$ cat src/rtl/ts_cap_pkg.sv
package ts_cap_pkg;

    localparam int NUM_CH      = 2;
    localparam int CH_TX       = 0;
    localparam int CH_RX       = 1;

    localparam int CTL_VALID_BIT = 0;
    localparam int CTL_EN_BIT    = 4;
    localparam int RX_TYPE_LSB   = 1;
    localparam int RX_TYPE_W     = 3;
    localparam int RX_FREQ_BIT   = 5;
    localparam int TX_REQ_BIT    = 4;

    localparam logic [RX_TYPE_W-1:0] RX_TYPE_ALL = 3'b100;

    typedef enum logic [2:0] {
        REG_TX_CTL = 3'd0,
        REG_TX_LO  = 3'd1,
        REG_TX_HI  = 3'd2,
        REG_RX_CTL = 3'd3,
        REG_RX_LO  = 3'd4,
        REG_RX_HI  = 3'd5
    } reg_idx_e;

    typedef struct packed {
        logic                 tx_en;
        logic                 rx_en;
        logic [RX_TYPE_W-1:0] rx_type;
    } ctl_state_t;

endpackage

$ cat src/rtl/ts_event_qual.sv
module ts_event_qual
    import ts_cap_pkg::*;
#(
    parameter bit IS_RX = 1'b0,
    parameter int CMD_W = 8
) (
    input  logic                 sof_i,
    input  logic [CMD_W-1:0]     cmd_i,
    input  logic [RX_TYPE_W-1:0] rx_type_i,
    output logic                 event_o
);

    // One qualifier, two variants: receive gates on the type field,
    // transmit gates on the per-descriptor request bit.
    generate
        if (IS_RX) begin : g_rx
            logic unused_cmd;
            assign unused_cmd = ^cmd_i;
            assign event_o    = sof_i && (rx_type_i == RX_TYPE_ALL);
        end else begin : g_tx
            logic unused_type;
            logic unused_cmd_rest;
            assign unused_type     = ^rx_type_i;
            assign unused_cmd_rest = ^cmd_i;
            assign event_o         = sof_i && cmd_i[TX_REQ_BIT];
        end
    endgenerate

endmodule

$ cat src/rtl/ts_slot.sv
module ts_slot #(
    parameter int TIME_W = 64
) (
    input  logic              clk,
    input  logic              rst_n,
    input  logic              arm_i,
    input  logic              event_i,
    input  logic              clear_i,
    input  logic [TIME_W-1:0] time_i,
    output logic              valid_o,
    output logic              taken_o,
    output logic [TIME_W-1:0] stamp_o
);

    typedef struct packed {
        logic              valid;
        logic              taken;
        logic [TIME_W-1:0] stamp;
    } slot_t;

    slot_t slot_d, slot_q;
    logic  accept;

    always_comb begin
        slot_d       = slot_q;
        slot_d.taken = 1'b0;
        // release has priority; a coinciding event is dropped
        accept = event_i && arm_i && !slot_q.valid && !clear_i;
        if (clear_i) begin
            slot_d.valid = 1'b0;
        end else if (accept) begin
            slot_d.valid = 1'b1;
            slot_d.taken = 1'b1;
            slot_d.stamp = time_i;
        end
    end

    always_ff @(posedge clk) begin
        if (!rst_n) begin
            slot_q <= '0;
        end else begin
            slot_q <= slot_d;
        end
    end

    assign valid_o = slot_q.valid;
    assign taken_o = slot_q.taken;
    assign stamp_o = slot_q.stamp;

endmodule

$ cat src/rtl/ts_csr.sv
module ts_csr
    import ts_cap_pkg::*;
#(
    parameter int TIME_W = 64,
    parameter int DATA_W = 32,
    parameter int ADDR_W = 3
) (
    input  logic                             clk,
    input  logic                             rst_n,
    input  logic                             wr_i,
    input  logic                             rd_i,
    input  logic [ADDR_W-1:0]                addr_i,
    input  logic [DATA_W-1:0]                wdata_i,
    input  logic                             freq_i,
    input  logic [NUM_CH-1:0]                valid_i,
    input  logic [NUM_CH-1:0][TIME_W-1:0]    stamp_i,
    output logic [NUM_CH-1:0]                en_o,
    output logic [RX_TYPE_W-1:0]             rx_type_o,
    output logic [NUM_CH-1:0]                clear_o,
    output logic [DATA_W-1:0]                rdata_o
);

    localparam int WORD_W = TIME_W / 2;

    ctl_state_t ctl_d, ctl_q;
    logic       unused_wdata;

    assign unused_wdata = ^wdata_i;

    always_comb begin
        ctl_d = ctl_q;
        if (wr_i) begin
            if (addr_i == ADDR_W'(REG_TX_CTL)) begin
                ctl_d.tx_en = wdata_i[CTL_EN_BIT];
            end
            if (addr_i == ADDR_W'(REG_RX_CTL)) begin
                ctl_d.rx_en   = wdata_i[CTL_EN_BIT];
                ctl_d.rx_type = wdata_i[RX_TYPE_LSB +: RX_TYPE_W];
            end
        end
    end

    always_comb begin
        en_o         = '0;
        en_o[CH_TX]  = ctl_q.tx_en;
        en_o[CH_RX]  = ctl_q.rx_en;
        rx_type_o    = ctl_q.rx_type;
        clear_o         = '0;
        clear_o[CH_TX]  = rd_i && (addr_i == ADDR_W'(REG_TX_HI));
        clear_o[CH_RX]  = rd_i && (addr_i == ADDR_W'(REG_RX_HI));
    end

    always_comb begin
        rdata_o = '0;
        case (addr_i)
            ADDR_W'(REG_TX_CTL): begin
                rdata_o[CTL_VALID_BIT] = valid_i[CH_TX];
                rdata_o[CTL_EN_BIT]    = ctl_q.tx_en;
            end
            ADDR_W'(REG_TX_LO): rdata_o = DATA_W'(stamp_i[CH_TX][WORD_W-1:0]);
            ADDR_W'(REG_TX_HI): rdata_o = DATA_W'(stamp_i[CH_TX][TIME_W-1:WORD_W]);
            ADDR_W'(REG_RX_CTL): begin
                rdata_o[CTL_VALID_BIT]                  = valid_i[CH_RX];
                rdata_o[RX_TYPE_LSB +: RX_TYPE_W]       = ctl_q.rx_type;
                rdata_o[CTL_EN_BIT]                     = ctl_q.rx_en;
                rdata_o[RX_FREQ_BIT]                    = freq_i;
            end
            ADDR_W'(REG_RX_LO): rdata_o = DATA_W'(stamp_i[CH_RX][WORD_W-1:0]);
            ADDR_W'(REG_RX_HI): rdata_o = DATA_W'(stamp_i[CH_RX][TIME_W-1:WORD_W]);
            default: rdata_o = '0;
        endcase
    end

    always_ff @(posedge clk) begin
        if (!rst_n) begin
            ctl_q <= '0;
        end else begin
            ctl_q <= ctl_d;
        end
    end

endmodule

$ cat src/rtl/ts_capture.sv
module ts_capture
    import ts_cap_pkg::*;
#(
    parameter int TIME_W = 64,
    parameter int DATA_W = 32,
    parameter int ADDR_W = 3,
    parameter int CMD_W  = 8
) (
    input  logic              clk,
    input  logic              rst_n,
    input  logic [TIME_W-1:0] sys_time_i,
    input  logic              clk_is_96m_i,
    input  logic              tx_sof_i,
    input  logic [CMD_W-1:0]  tx_ext_cmd_i,
    input  logic              rx_sof_i,
    input  logic              reg_wr_i,
    input  logic              reg_rd_i,
    input  logic [ADDR_W-1:0] reg_addr_i,
    input  logic [DATA_W-1:0] reg_wdata_i,
    output logic [DATA_W-1:0] reg_rdata_o,
    output logic              tx_stamped_o,
    output logic              rx_stamped_o
);

    logic [NUM_CH-1:0]             ch_event;
    logic [NUM_CH-1:0]             ch_arm;
    logic [NUM_CH-1:0]             ch_clear;
    logic [NUM_CH-1:0]             ch_valid;
    logic [NUM_CH-1:0]             ch_taken;
    logic [NUM_CH-1:0][TIME_W-1:0] ch_stamp;
    logic [RX_TYPE_W-1:0]          rx_type;

    logic              tx_valid, rx_valid, tx_en, rx_en;
    logic [TIME_W-1:0] tx_stamp, rx_stamp;

    ts_csr #(
        .TIME_W (TIME_W),
        .DATA_W (DATA_W),
        .ADDR_W (ADDR_W)
    ) u_csr (
        .clk       (clk),
        .rst_n     (rst_n),
        .wr_i      (reg_wr_i),
        .rd_i      (reg_rd_i),
        .addr_i    (reg_addr_i),
        .wdata_i   (reg_wdata_i),
        .freq_i    (clk_is_96m_i),
        .valid_i   (ch_valid),
        .stamp_i   (ch_stamp),
        .en_o      (ch_arm),
        .rx_type_o (rx_type),
        .clear_o   (ch_clear),
        .rdata_o   (reg_rdata_o)
    );

    ts_event_qual #(
        .IS_RX (1'b0),
        .CMD_W (CMD_W)
    ) u_tx_qual (
        .sof_i     (tx_sof_i),
        .cmd_i     (tx_ext_cmd_i),
        .rx_type_i (rx_type),
        .event_o   (ch_event[CH_TX])
    );

    ts_event_qual #(
        .IS_RX (1'b1),
        .CMD_W (CMD_W)
    ) u_rx_qual (
        .sof_i     (rx_sof_i),
        .cmd_i     ({CMD_W{1'b0}}),
        .rx_type_i (rx_type),
        .event_o   (ch_event[CH_RX])
    );

    generate
        for (genvar c = 0; c < NUM_CH; c++) begin : g_ch
            ts_slot #(
                .TIME_W (TIME_W)
            ) u_slot (
                .clk     (clk),
                .rst_n   (rst_n),
                .arm_i   (ch_arm[c]),
                .event_i (ch_event[c]),
                .clear_i (ch_clear[c]),
                .time_i  (sys_time_i),
                .valid_o (ch_valid[c]),
                .taken_o (ch_taken[c]),
                .stamp_o (ch_stamp[c])
            );
        end
    endgenerate

    assign tx_valid     = ch_valid[CH_TX];
    assign rx_valid     = ch_valid[CH_RX];
    assign tx_en        = ch_arm[CH_TX];
    assign rx_en        = ch_arm[CH_RX];
    assign tx_stamp     = ch_stamp[CH_TX];
    assign rx_stamp     = ch_stamp[CH_RX];
    assign tx_stamped_o = ch_taken[CH_TX];
    assign rx_stamped_o = ch_taken[CH_RX];

endmodule

$ cat config.mk
export PLATFORM = sky130hd
export DESIGN_NAME = ts_capture
export DESIGN_NICKNAME = d
export VERILOG_FILES = /design/src/rtl/ts_cap_pkg.sv /design/src/rtl/ts_event_qual.sv /design/src/rtl/ts_slot.sv /design/src/rtl/ts_csr.sv /design/src/rtl/ts_capture.sv
export SDC_FILE = /design/constraint.sdc
export NUM_CORES = 1
export LEC_CHECK = 0
export BUFFER_PORTS_ARGS = -buffer_cell sky130_fd_sc_hd__buf_4
export CAP_MARGIN = 40
export CORE_MARGIN = 8
export CORE_UTILIZATION = 45
export CTS_BUF_LIST = sky130_fd_sc_hd__clkbuf_8
export DETAILED_ROUTE_END_ITERATION = 16
export PLACE_DENSITY = 0.68
export SLEW_MARGIN = 20
export SYNTH_ARGS = -nofsm -noshare
export SYNTH_HDL_FRONTEND = slang
export SYNTH_SLANG_ARGS = --single-unit
$ cat constraint.sdc
create_clock -name clk -period 2 [get_ports clk]
set_input_delay 0.4 -clock clk [delete_from_list [all_inputs] [get_ports clk]]
set_output_delay 0.4 -clock clk [all_outputs]
set_load 0.05 [all_outputs]
Yosys cells after proc, flatten, opt, wreduce, memory -nomap -nowiden
Cells that the tools add are included.
{"block": "totals", "out_inout_bits": 34, "inputBits": 114, "word_cells": 46, "regBits": 137}
{"block": "op_classes", "bitwise_logic": 3, "mux": 7, "n_eq_ne": 6, "n_reduce_logical": 21}
{"cell": "two-way mux 65 bit", "n": 2}
{"cell": "one-hot mux 26 bit (4 select lines)", "n": 1}
{"cell": "one-hot mux 3 bit (5 select lines)", "n": 1}
{"cell": "one-hot mux 1 bit (6 select lines)", "n": 2}
{"cell": "logical AND 1 bit", "n": 10}
{"cell": "equality test 3 bit, second input constant", "n": 3}
{"cell": "AND reduction 2 bit", "n": 4}
{"cell": "equality test 3 x 2 -> 1 bit, second input constant", "n": 2}
{"cell": "one-hot mux 1 bit (5 select lines)", "n": 1}
{"cell": "logical NOT 1 bit", "n": 4}
{"cell": "OR reduction 2 bit", "n": 2}
{"cell": "equality test 3 x 1 -> 1 bit, second input constant", "n": 1}
{"cell": "logical NOT 3 bit", "n": 1}
{"cell": "NOT 1 bit", "n": 3}

Logic depth before layout (Yosys ltp)
{"block": "logic_depth", "word_depth": 6, "ltp_mapped": 6, "mapped_depth_nobuf": 3}

Hierarchy
Synthesis repeated with hierarchy kept, for this count alone.
{"block": "unflattened", "hier_cells": 722, "area_unflattened_um2": 6652.6}
{"module": "ts_slot", "n_inst": 2, "area_per_inst_um2": 2661.3, "cells_per_inst": 283, "seq_area_each_um2": 1321.3}
{"module": "ts_csr", "n_inst": 1, "area_per_inst_um2": 1307.5, "cells_per_inst": 153, "seq_area_each_um2": 100.1}
{"module": "ts_event_qual (u_rx_qual)", "n_inst": 1, "area_per_inst_um2": 12.5, "cells_per_inst": 1, "seq_area_each_um2": 0.0}
{"module": "ts_event_qual (u_tx_qual)", "n_inst": 1, "area_per_inst_um2": 6.3, "cells_per_inst": 1, "seq_area_each_um2": 0.0}
{"module": "ts_capture", "n_inst": 1, "area_per_inst_um2": 3.8, "cells_per_inst": 1, "seq_area_each_um2": 0.0}

Worst setup path before layout
No wires, ideal clock.
{"block": "synth_timing", "path_kind": "input port to output port", "startpoint": "input reg_addr_i[2]", "endpoint": "output reg_rdata_o[10]", "required_ps": 1600, "arrival_time_ps": 1899, "path_slack_ps": -299, "n_path_buf": 3, "cell_stages": 5, "path_cell_list": "buf_4 > buf_2 > buf_1 > a22oi_1 > o2bb2ai_1"}
{"block": "synth_between", "elab_chain_len": 2, "word_cells_on_any_way": 5, "cone_classes": "eq/ne (4); mux (1)"}
{"item": "start: declaration", "line": "ts_capture.sv:18", "source": "input logic [ADDR_W-1:0] reg_addr_i,"}
{"item": "equality test 3 bit, or another cell as far along", "line": "ts_csr.sv:55", "source": "case (addr_i)"}
{"item": "one-hot mux 26 bit (4 select lines) *", "line": "ts_csr.sv:55"}
{"item": "end: declaration", "line": "ts_capture.sv:20", "source": "output logic [DATA_W-1:0] reg_rdata_o,"}
Mark *: on every way between the ends. The rest lies on a longest branch, timed or not.

Worst setup path after layout
{"block": "layout_timing", "startpoint": "input reg_addr_i[0]", "endpoint": "output reg_rdata_o[14]"}
The elaborated chain is that of the path after synthesis.

==> reports/qor.yml <==
run_status:
  result_of_the_run: "completed"
power_and_ir_drop:
  pwr-share-comb: 0.097
  static-leakage-power_uw: 0.00318
  report.power.total_uw: 5770
  worst_ir_drop_vdd_mv: 0.428
  seqPwrFrac: 0.475
  powerDensity_nw_per_um2: 663
  power_switching_uw: 1420
  switching_share: 0.246
  intPower_uw: 4350
  power.share.clock: 0.428
worst_setup_path:
  critical_path.slowest_cell: "buf_4"
  r2r_end: "g_ch[1].u_slot.stamp_o[28]$_SDFFE_PN0P_"
  worst_r2r_startpoint: "u_csr.rx_type_o[0]$_SDFFE_PN0P_"
  timing.critical_path.from: "reg_addr_i[0]"
  critPathBufInv: 5
  most_prevalent_standard_cell_on_the_critical_path: "buf_4"
  crit_path_end_kind: "output port"
  worstSetupStartpointType: "input port"
  r2r.worst_path.cells: 4
  worstPathRequired_ns: 1.60
  cp_max_fo: 8
  rrSetupSlack_ns: 0.34
  slowest_delay_ns: 0.21
  crit_end: "reg_rdata_o[14]"
  timing.critical_path.cells: "buf_4 -> buf_4 -> inv_1 -> and2_4 -> clkbuf_16 -> o2bb2ai_4 -> buf_4"
  crit_arrival_ns: 1.56
  critical_path_cell_count: 7
  critical_path_class: "in -> out"
  critPathTopFamily: "buffers and inverters"
detailed_routing:
  detail_route.first_pass.iterations: 5
  wirelength_um: 19500
  drt_iter0_drc: 487
  drtAntennaViolNets: 0
  vias_per_cell: 5.75
  remaining_drc_errors: 0
  detail_route.wl_per_cell_um: 19.0
  num_vias: 5896
grt:
  grt_max_degree: 66
  grt_overflow_total: 0
  first_global_vias: 5933
  antenna_violations_before_repair: 0
  gr-usage-all-layers: 0.205
  global_route_wire_length_before_repair_um: 30500
final_layout:
  num-fill-cells: 1231
  num_antenna_cells: 0
  register_area_um2: 2750
  layout.nets: 944
  fraction_of_layout_instances_using_a_drive_strength_above_1: 0.296
  finish.cell_count_without_fillers: 1026
  design_area_um2: 8710
  multi_input_area_um2: 3880
  area_growth_pct: 31.7
clock_tree:
  clkSinkCount: 137
  tritoncts: "done"
  worstSkewPairLatency_ns: 0.46
  cts_clk_pin_slew_worst_paths_ns: 0.08
  clockRootBuffer: "clkbuf_8"
  cts_inserted_buffers: 17
  cts.repair_timing.setup_buffer_count: 0
  cts-hold-fix-buffers: 0
  cts_max_path_buffers: 2
  ctsHtreeMaxLevel: 4
synth:
  syn-mean-instance-area_um2: 8.97
  yosysUniqueCellTypes: 36
  yosysWarningCount: 0
  synth.ff_latch_count: 137
  syn-num-nets: 851
  count_of_flip_flops_with_a_built_in_enable_after_synthesis: 0
  synth_seq_area_share: 0.415
  async_flop_share: 0
  syn-instance-count: 737
  synth_top_flop_cell: "dfxtp_1"
  synthesis.area_um2: 6610
sta:
  tightest_slew_ns: 0.485
  report.final.setup_viol: 0
  tcrit_tclk_final: 0.981
  fin_worst_skew_ns: 0.00808
  fmax_mhz: 510
  finalMaxSlewViolations: 0
  hold_viol_final: 0
  rsz0062_at_grt: "yes"
  worst_slew_margin_rel: 0.677
  finalHoldWorstSlack_ns: 0.199
  finalCriticalPeriod_ns: 1.96
floorplanning:
  core_area_um2: 14400
  starting_density_of_the_core: 0.458
  design.portCount: 148
  die_x_um: 137
  die_area_um2: 18800
  floorplan.die.height_um: 137
  std_cell_rows: 44
placement:
  post-dp-hpwl_um: 12700
  place_inst: 994
  detailed_place.area_um2: 8070
  gpl.final_weighted_congestion: 0.782
  numPortBuffers: 112
worst_hold_path:
  worstHoldStart: "reg_wdata_i[1]"
  min-delay-path-class: "in -> reg"
flow_run:
  max_capacitance_violation_count: 0
## per-stage QoR
step                       util  TNS [ns]  setup WS (ns)
after global placement    0.559    -0.101        -0.0313
after global routing      0.604  -0.00170      -0.000966
after floorplan               -     -1.48         -0.106
after CTS                 0.593         0        0.00142
after detailed placement  0.559    -0.275        -0.0411
final                     0.604         0         0.0381
## worst min-delay path, stage by stage
cell and delay, ns:
buf_4 0.07, mux2i_1 0.05, nor2b_1 0.09
## how the worst min path moves through the flow
stage                                               to  slack (ns)  cells after the start
2_1_floorplan   g_ch[1].u_slot.stamp_o[0]$_SDFFE_PN0P_        0.43                      2
3_3_place_gp   g_ch[1].u_slot.stamp_o[29]$_SDFFE_PN0P_        0.44                      2
3_5_place_dp   g_ch[1].u_slot.stamp_o[25]$_SDFFE_PN0P_        0.45                      2
4_1_cts        g_ch[1].u_slot.stamp_o[40]$_SDFFE_PN0P_        0.18                      3
5_1_grt        g_ch[1].u_slot.stamp_o[50]$_SDFFE_PN0P_        0.18                      3
6_report               u_csr.rx_type_o[0]$_SDFFE_PN0P_        0.20                      3
## per-layer routing
layer | global-route usage | share of wire
met1 | 0.254 | 0.45
met2 | 0.350 | 0.50
met3 | 0.0470 | 0.047
met4 | 0.0549 | 0.012
met5 | 0 | 0
## power by group through the flow
stage | Clock [uW] | Combinational (uW) | Sequential [uW]
2_1_floorplan | 0 | 262 | 2800
3_3_place_gp | 0 | 531 | 2800
3_5_place_dp | 0 | 540 | 2800
4_1_cts | 2510 | 547 | 2740
5_1_grt | 2610 | 593 | 2740
6_report | 2470 | 561 | 2740
## sequential cells by signal (all words and copies together) (netlist names)
signal	flops
u_csr.en_o	2
g_ch.u_slot.valid_o	2
g_ch.u_slot.taken_o	2
u_csr.rx_type_o	3
g_ch.u_slot.stamp_o	128
## layout by cell type (no fill, tap or decap), types with 2 or more instances in the layout
cell and count:
nand3_1 65, a21boi_1 64, clkbuf_8 18, buf_8 4, dfxtp_1 135, bufinv_16 4, a221oi_1 4, a21oi_1 3
nand4b_1 2, mux2i_1 73, clkinv_2 4, inv_1 2, nor2b_1 7, nor2_1 4, buf_12 16, a22oi_2 21
o21ai_0 9, dfxtp_2 2, a21oi_2 3, mux2_4 2, buf_6 10, a22oi_1 5, nand2_1 131, buf_4 120
o2bb2ai_2 16, mux2_1 25, a2bb2oi_1 3, o2bb2ai_4 10, o21ai_1 55, clkinvlp_4 5
## synthesized netlist by cell type, drive strengths merged, types with 2 or more instances
cell type  instances  area (um^2)
nor4b              2         23.8
mux2i             73          731
nor2b              8         50.1
buf               48          335
o21ai             65          325
dfxtp            137         2740
inv                2         7.51
clkbuf            29          109
a221oi             5         43.8
nand2            131          492
a22oi             26          195
nand4b             2         17.5
nor2               4         15.0
a21oi              6         30.0
a21boi            64          480
o2bb2ai           26          228
mux2              28          315
and4b              3         30.0
a2bb2oi            3         26.3
nand3             65          325
## timing repair
action | 4_1_cts | 5_1_grt
cloned | 0 | 1
setup endpoints to repair | 14 | 23
resized for setup | 14 | 33
pin swaps | 0 | 8
## logic make-up (layout without fill, tap and decap cells)
kind of cell,Yosys count,after routing,synth area share
AOI/OAI and AO/OA,197,197,0.203
DFF,137,137,0.415
and+or+nand+nor,221,221,0.152
buffers and inverters,80,185,0.0689
muxes,102,102,0.162
## area by class of cell
type | count | share of cell area
sequential | 137 | 0.315
inverter | 3 | 0.00129
tap | 184 | 0.0264
clock inverter | 13 | 0.0204
multi-input combinational | 520 | 0.445
timing repair buffer | 151 | 0.163
clock buffer | 18 | 0.0284
(Power assumes the default switching activity.)
